<file path="config.mk">
export PLATFORM = sky130hd
export DESIGN_NAME = cmdreg_top
export DESIGN_NICKNAME = d
export VERILOG_FILES = /design/src/rtl/cmdreg_pkg.sv /design/src/rtl/cmdreg_core.sv /design/src/rtl/cmdreg_rstseq.sv /design/src/rtl/cmdreg_rstfan.sv /design/src/rtl/cmdreg_top.sv
export SDC_FILE = /design/constraint.sdc
export NUM_CORES = 1
export LEC_CHECK = 0
export BUFFER_PORTS_ARGS = -buffer_cell sky130_fd_sc_hd__clkbuf_2
export CAP_MARGIN = 20
export CORE_ASPECT_RATIO = 0.6
export CORE_UTILIZATION = 43
export CTS_BUF_LIST = sky130_fd_sc_hd__clkbuf_4
export DETAILED_ROUTE_END_ITERATION = 10
export PLACE_DENSITY = 0.79
export SLEW_MARGIN = 20
export SYNTH_ARGS = -nofsm -noshare
export SYNTH_HDL_FRONTEND = slang
export SYNTH_SLANG_ARGS = --single-unit
</file>
<file path="constraint.sdc">
create_clock -name clk -period 2.4 [get_ports clk]
set_clock_uncertainty 0.05 [all_clocks]
set_input_delay 0.48 -clock clk [delete_from_list [all_inputs] [get_ports clk]]
set_output_delay 0.48 -clock clk [all_outputs]
set_load 0.01 [all_outputs]
</file>
<file path="src/rtl/cmdreg_pkg.sv">
package cmdreg_pkg;
  localparam int REG_W    = 32;
  localparam int RST_POS  = 31;
  localparam int PAGE_HI  = 30;
  localparam int PAGE_LO  = 26;
  localparam int SBC_HI   = 25;
  localparam int SBC_LO   = 21;
  localparam int FLG_POS  = 16;
  localparam int CHN_HI   = 13;
  localparam int CHN_LO   = 6;
  localparam int OP_HI    = 3;
  localparam int OP_LO    = 0;

  localparam int PAGE_W = PAGE_HI - PAGE_LO + 1;
  localparam int SBC_W  = SBC_HI - SBC_LO + 1;
  localparam int CHN_W  = CHN_HI - CHN_LO + 1;
  localparam int OP_W   = OP_HI - OP_LO + 1;

  typedef struct packed {
    logic              rst;
    logic [PAGE_W-1:0] page;
    logic [SBC_W-1:0]  sbc;
    logic              flg;
    logic [CHN_W-1:0]  chan;
    logic [OP_W-1:0]   op;
  } cmd_word_t;

  function automatic logic [REG_W-1:0] pack_word(input cmd_word_t c);
    logic [REG_W-1:0] w;
    w = '0;
    w[RST_POS]         = c.rst;
    w[PAGE_HI:PAGE_LO] = c.page;
    w[SBC_HI:SBC_LO]   = c.sbc;
    w[FLG_POS]         = c.flg;
    w[CHN_HI:CHN_LO]   = c.chan;
    w[OP_HI:OP_LO]     = c.op;
    return w;
  endfunction

  function automatic cmd_word_t unpack_word(input logic [REG_W-1:0] w);
    cmd_word_t c;
    c.rst  = w[RST_POS];
    c.page = w[PAGE_HI:PAGE_LO];
    c.sbc  = w[SBC_HI:SBC_LO];
    c.flg  = w[FLG_POS];
    c.chan = w[CHN_HI:CHN_LO];
    c.op   = w[OP_HI:OP_LO];
    return c;
  endfunction
endpackage

</file>
<file path="src/rtl/cmdreg_core.sv">
module cmdreg_core
  import cmdreg_pkg::*;
(
  input  logic             clk,
  input  logic             rst_n,
  input  logic             wr_en,
  input  logic [REG_W-1:0] wr_data,
  input  logic             cmd_done,
  output cmd_word_t        word_q,
  output logic             cmd_valid,
  output logic             rst_take
);
  cmd_word_t wr_word;
  cmd_word_t word_d;
  logic      rst_wr;
  logic      plain_ok;
  logic      done_ok;
  logic      valid_d;

  assign wr_word  = unpack_word(wr_data);
  assign rst_wr   = wr_en && wr_word.rst;
  assign plain_ok = wr_en && !wr_word.rst && !word_q.flg && !word_q.rst;
  assign done_ok  = cmd_done && word_q.flg && !word_q.rst && !rst_wr;
  assign rst_take = word_q.rst && !rst_wr;

  always_comb begin
    word_d  = word_q;
    valid_d = 1'b0;
    if (rst_wr) begin
      word_d = wr_word;
    end else if (word_q.rst) begin
      word_d = '0;
    end else if (plain_ok) begin
      word_d  = wr_word;
      valid_d = wr_word.flg;
    end else if (done_ok) begin
      word_d.flg = 1'b0;
    end
  end

  always_ff @(posedge clk or negedge rst_n) begin
    if (!rst_n) begin
      word_q    <= '0;
      cmd_valid <= 1'b0;
    end else begin
      word_q    <= word_d;
      cmd_valid <= valid_d;
    end
  end
endmodule

</file>
<file path="src/rtl/cmdreg_rstseq.sv">
module cmdreg_rstseq #(
  parameter int RST_CYCLES = 60
) (
  input  logic clk,
  input  logic rst_n,
  input  logic start,
  output logic busy
);
  localparam int CNT_W = $clog2(RST_CYCLES + 1);
  localparam logic [CNT_W-1:0] LOAD_V = CNT_W'(RST_CYCLES);

  logic [CNT_W-1:0] cnt_q;

  always_ff @(posedge clk or negedge rst_n) begin
    if (!rst_n) begin
      cnt_q <= '0;
    end else if (start) begin
      cnt_q <= LOAD_V;
    end else if (cnt_q != '0) begin
      cnt_q <= cnt_q - 1'b1;
    end
  end

  assign busy = (cnt_q != '0);
endmodule

</file>
<file path="src/rtl/cmdreg_rstfan.sv">
module cmdreg_rstfan #(
  parameter int NUM_CHAN = 8
) (
  input  logic                rst_n,
  input  logic                busy,
  output logic [NUM_CHAN-1:0] chan_rst,
  output logic                tmr_rst,
  output logic                si_rst,
  output logic                pio_rst
);
  for (genvar i = 0; i < NUM_CHAN; i++) begin : g_chan
    assign chan_rst[i] = busy;
  end
  assign tmr_rst = busy;
  assign si_rst  = !rst_n;
  assign pio_rst = !rst_n;
endmodule

</file>
<file path="src/rtl/cmdreg_top.sv">
module cmdreg_top
  import cmdreg_pkg::*;
#(
  parameter int NUM_CHAN   = 8,
  parameter int RST_CYCLES = 60
) (
  input  logic                clk,
  input  logic                rst_n,
  input  logic                wr_en,
  input  logic [31:0]         wr_data,
  output logic [31:0]         rd_data,
  output logic                cmd_valid,
  output logic [4:0]          cmd_page,
  output logic [4:0]          cmd_sbc,
  output logic [7:0]          cmd_chan,
  output logic [3:0]          cmd_op,
  input  logic                cmd_done,
  output logic                busy_reset,
  output logic [NUM_CHAN-1:0] chan_rst,
  output logic                tmr_rst,
  output logic                si_rst,
  output logic                pio_rst
);
  cmd_word_t word_q;
  logic      rst_take;

  cmdreg_core u_core (
    .clk      (clk),
    .rst_n    (rst_n),
    .wr_en    (wr_en),
    .wr_data  (wr_data),
    .cmd_done (cmd_done),
    .word_q   (word_q),
    .cmd_valid(cmd_valid),
    .rst_take (rst_take)
  );

  cmdreg_rstseq #(.RST_CYCLES(RST_CYCLES)) u_seq (
    .clk  (clk),
    .rst_n(rst_n),
    .start(rst_take),
    .busy (busy_reset)
  );

  cmdreg_rstfan #(.NUM_CHAN(NUM_CHAN)) u_fan (
    .rst_n   (rst_n),
    .busy    (busy_reset),
    .chan_rst(chan_rst),
    .tmr_rst (tmr_rst),
    .si_rst  (si_rst),
    .pio_rst (pio_rst)
  );

  assign rd_data  = pack_word(word_q);
  assign cmd_page = word_q.page;
  assign cmd_sbc  = word_q.sbc;
  assign cmd_chan = word_q.chan;
  assign cmd_op   = word_q.op;
endmodule

</file>
==> flow_metrics.env <==
export IMPL_insertion_delay_ns=0.31
export IMPL_required_ns=1.87
export IMPL_grt_pass1_wl_um=4190
export IMPL_finalHoldViolations=0
export IMPL_start_util=0.461
export IMPL_antenna_found_initial=0
export IMPL_grt_usage=0.150
export IMPL_avgSynthCellArea_sq_um=11.2
export IMPL_slew_viol_final=0
export IMPL_fmax_mhz=459
export IMPL_peakVddDrop_uv=315
export IMPL_grt_pass1_vias=866
export IMPL_crit_type="flop to primary output"
export IMPL_root_buffer="clkbuf_4"
export IMPL_place_inst=234
export IMPL_drc_errors=0
export IMPL_core_area_sq_um=3320
export IMPL_powerDensity_nw_per_um2=731
export IMPL_p_clk_frac=0.228
export IMPL_seq_area_frac_synth=0.507
export IMPL_n_antenna_cell=0
export IMPL_die_h_um=48.2
export IMPL_seqCellArea_sq_um=776
export IMPL_area_delta_synth_final_pct=18.5
export IMPL_p_leak_nw=1.01
export IMPL_numPortBuffers=86
export IMPL_power_frac_seq=0.513
export IMPL_r2r_end="u_seq.cnt_q[5]"
export IMPL_io_pins=103
export IMPL_drive_gt1_frac=0.518
export IMPL_r2r_start="u_seq.cnt_q[2]"
export IMPL_via_per_inst=4.66
export IMPL_wl_um=2910
export IMPL_drv_cap=0
export IMPL_status="finished clean"
export IMPL_ant_nets=0
export IMPL_die_width_um=79.0
export IMPL_wire_per_inst_um=12.0
export IMPL_rsz0062_at_grt="false"
export IMPL_min_period_ns=2.18
export IMPL_p_sw_frac=0.317
export IMPL_dr_pass1_iters=4
export IMPL_h_tree_depth=2
export IMPL_synth_cells=137
export IMPL_path_max_fanout=13
export IMPL_pwr_share_comb=0.258
export IMPL_setup_violations=0
export IMPL_fin_nets=234
export IMPL_cts_buffer_depth=2
export IMPL_drt_iter0_markers=25
export IMPL_multi_input_area_sq_um=457
export IMPL_num_vias=1128
export IMPL_grt_ovfl_total=0
export IMPL_cts_sinks=31
export IMPL_rrSetupSlack_ns=0.83
export IMPL_worstSetupEndpoint="chan_rst[3]"
export IMPL_ff2ff_path_depth=3
export IMPL_crit_start="u_seq.cnt_q[0]"
export IMPL_postCtsSetupBuffers=0
export IMPL_die_area_sq_um=3810
export IMPL_fin_util=0.546
export IMPL_yosysWarnings=0
export IMPL_end_kind="primary output"
export IMPL_holdCritPathClass="input pin to asynchronous set/reset pin"
export IMPL_cts_buffers=5
export IMPL_p_int_uw=907
export IMPL_cp_start_kind="flop"
export IMPL_grt_max_degree=32
export IMPL_cts_tree="yes"
export IMPL_rows=16
export IMPL_hpwlAfterDp_um=2200
export IMPL_ys_types=28
export IMPL_ys_ff_latch=31
export IMPL_tns_ns=0
export IMPL_gp_congestion=0.885
export IMPL_fillers=301
export IMPL_clkTransAtPathRegs_ns=0.10
export IMPL_period_share=0.907
export IMPL_final_cell_count_no_fill=242
export IMPL_syn_area_sq_um=1530
export IMPL_arrival_ns=1.65
export IMPL_p_switching_uw=420
==> repair_timing <==
| action | in CTS | in global routing |
|---|---|---|
| resized for setup | 0 | 1 |
| endpoints found under the setup margin | 0 | 10 |
| hold buffers | 0 | 0 |
==> final cells by class <==
class / count / area share
sequential: 31 / 0.428
multi-input combinational: 65 / 0.252
timing repair buffer: 89 / 0.250
tap: 45 / 0.0310
clock buffer: 7 / 0.0290
inverter: 4 / 0.00828
clock inverter: 1 / 0.00276
==> placed cells by master (no fill, tap or decap), types with 2 or more instances in the layout <==
cell       n
clkbuf_2  86
dfrtp_1   31
a22o_1    22
conb_1     8
clkbuf_4   7
nor2_1     5
inv_1      4
nand2_1    3
buf_4      3
nand2b_1   2
a21bo_2    2
nand3_1    2
o31ai_1    2
o211ai_1   2
o21ai_0    2
ha_1       2
==> registers in the layout, indices dropped and copies added, names as in the netlist <==
signal,flops
u_core.cmd_valid,1
u_core.word_q,24
u_seq.cnt_q,6
==> routing by layer <==
| metal | GRT usage | routed length (um) |
|---|---|---|
| met1 | 0.220 | 1420 |
| met2 | 0.205 | 1280 |
| met3 | 0.0579 | 206 |
| met4 | 0.0436 | 0 |
| met5 | 0 | 0 |
==> stage by stage <==
step / power (mW) / setup WS [ns] / instance area (sq um) / hold WS, ns
detailed placement: 1.04 / 0.436 / 1750 / 0.464
floorplan: 0.943 / 0.532 / 1560 / 0.134
global route: 1.43 / 0.0839 / 1810 / 0.145
global placement: 1.03 / 0.480 / 1750 / 0.454
CTS: 1.34 / 0.0854 / 1810 / 0.134
finish: 1.33 / 0.222 / 1810 / 0.136
==> worst min-delay path by stage <==
stage,start,endpoint,slack [ns],depth (start not counted)
floorplan,rst_n,u_core.cmd_valid,0.13,0
global placement,u_core.word_q[12],u_core.cmd_valid,0.45,1
detailed placement,u_core.word_q[12],u_core.cmd_valid,0.46,1
CTS,rst_n,u_core.word_q[15],0.13,2
global route,rst_n,u_core.word_q[2],0.15,2
finish,rst_n,u_core.cmd_valid,0.14,2
==> power groups by stage <==
stage               clock network [mW]  registers (mW)  logic, mW
global placement                     0           0.687      0.340
CTS                              0.312           0.680      0.349
detailed placement                   0           0.690      0.350
floorplan                            0           0.695      0.248
finish                           0.303           0.681      0.343
global route                     0.341           0.700      0.386
==> cells in the mapped netlist, drive strengths merged <==
cell type | n | share of area
or3 | 1 | 0.0041
nand2 | 3 | 0.0074
o21a | 1 | 0.0049
inv | 4 | 0.0098
or2 | 1 | 0.0041
o211ai | 2 | 0.0098
a21bo | 2 | 0.013
o31ai | 2 | 0.0098
nand3 | 2 | 0.0065
o22ai | 1 | 0.0041
buf | 41 | 0.20
nand2b | 2 | 0.0082
ha | 2 | 0.016
a21oi | 2 | 0.0065
nor4 | 1 | 0.0041
a22o | 22 | 0.13
nand4b | 1 | 0.0057
a31o | 1 | 0.0057
nor2 | 5 | 0.012
or4 | 2 | 0.012
clkbuf | 3 | 0.0074
and2 | 1 | 0.0041
o21ai | 3 | 0.0098
dfrtp | 31 | 0.51
conb | 1 | 0.0024
==> worst max-delay path: stages, from the launching register on <==
cell and delay, ns:
dfrtp_1 0.42, inv_1 0.12, ha_1 0.19, nand2b_1 0.13, or2_4 0.33, clkbuf_2 0.14
==> logic make-up after synthesis <==
logic type | share of synthesized area
buffers and inverters | 0.216
AO/OA/AOI/OAI | 0.190
flip-flops | 0.507
AND/OR/NAND/NOR | 0.0686
adder cells (fa/ha/maj) | 0.0163
other | 0.00245
Power figures use the tool's default switching activity.
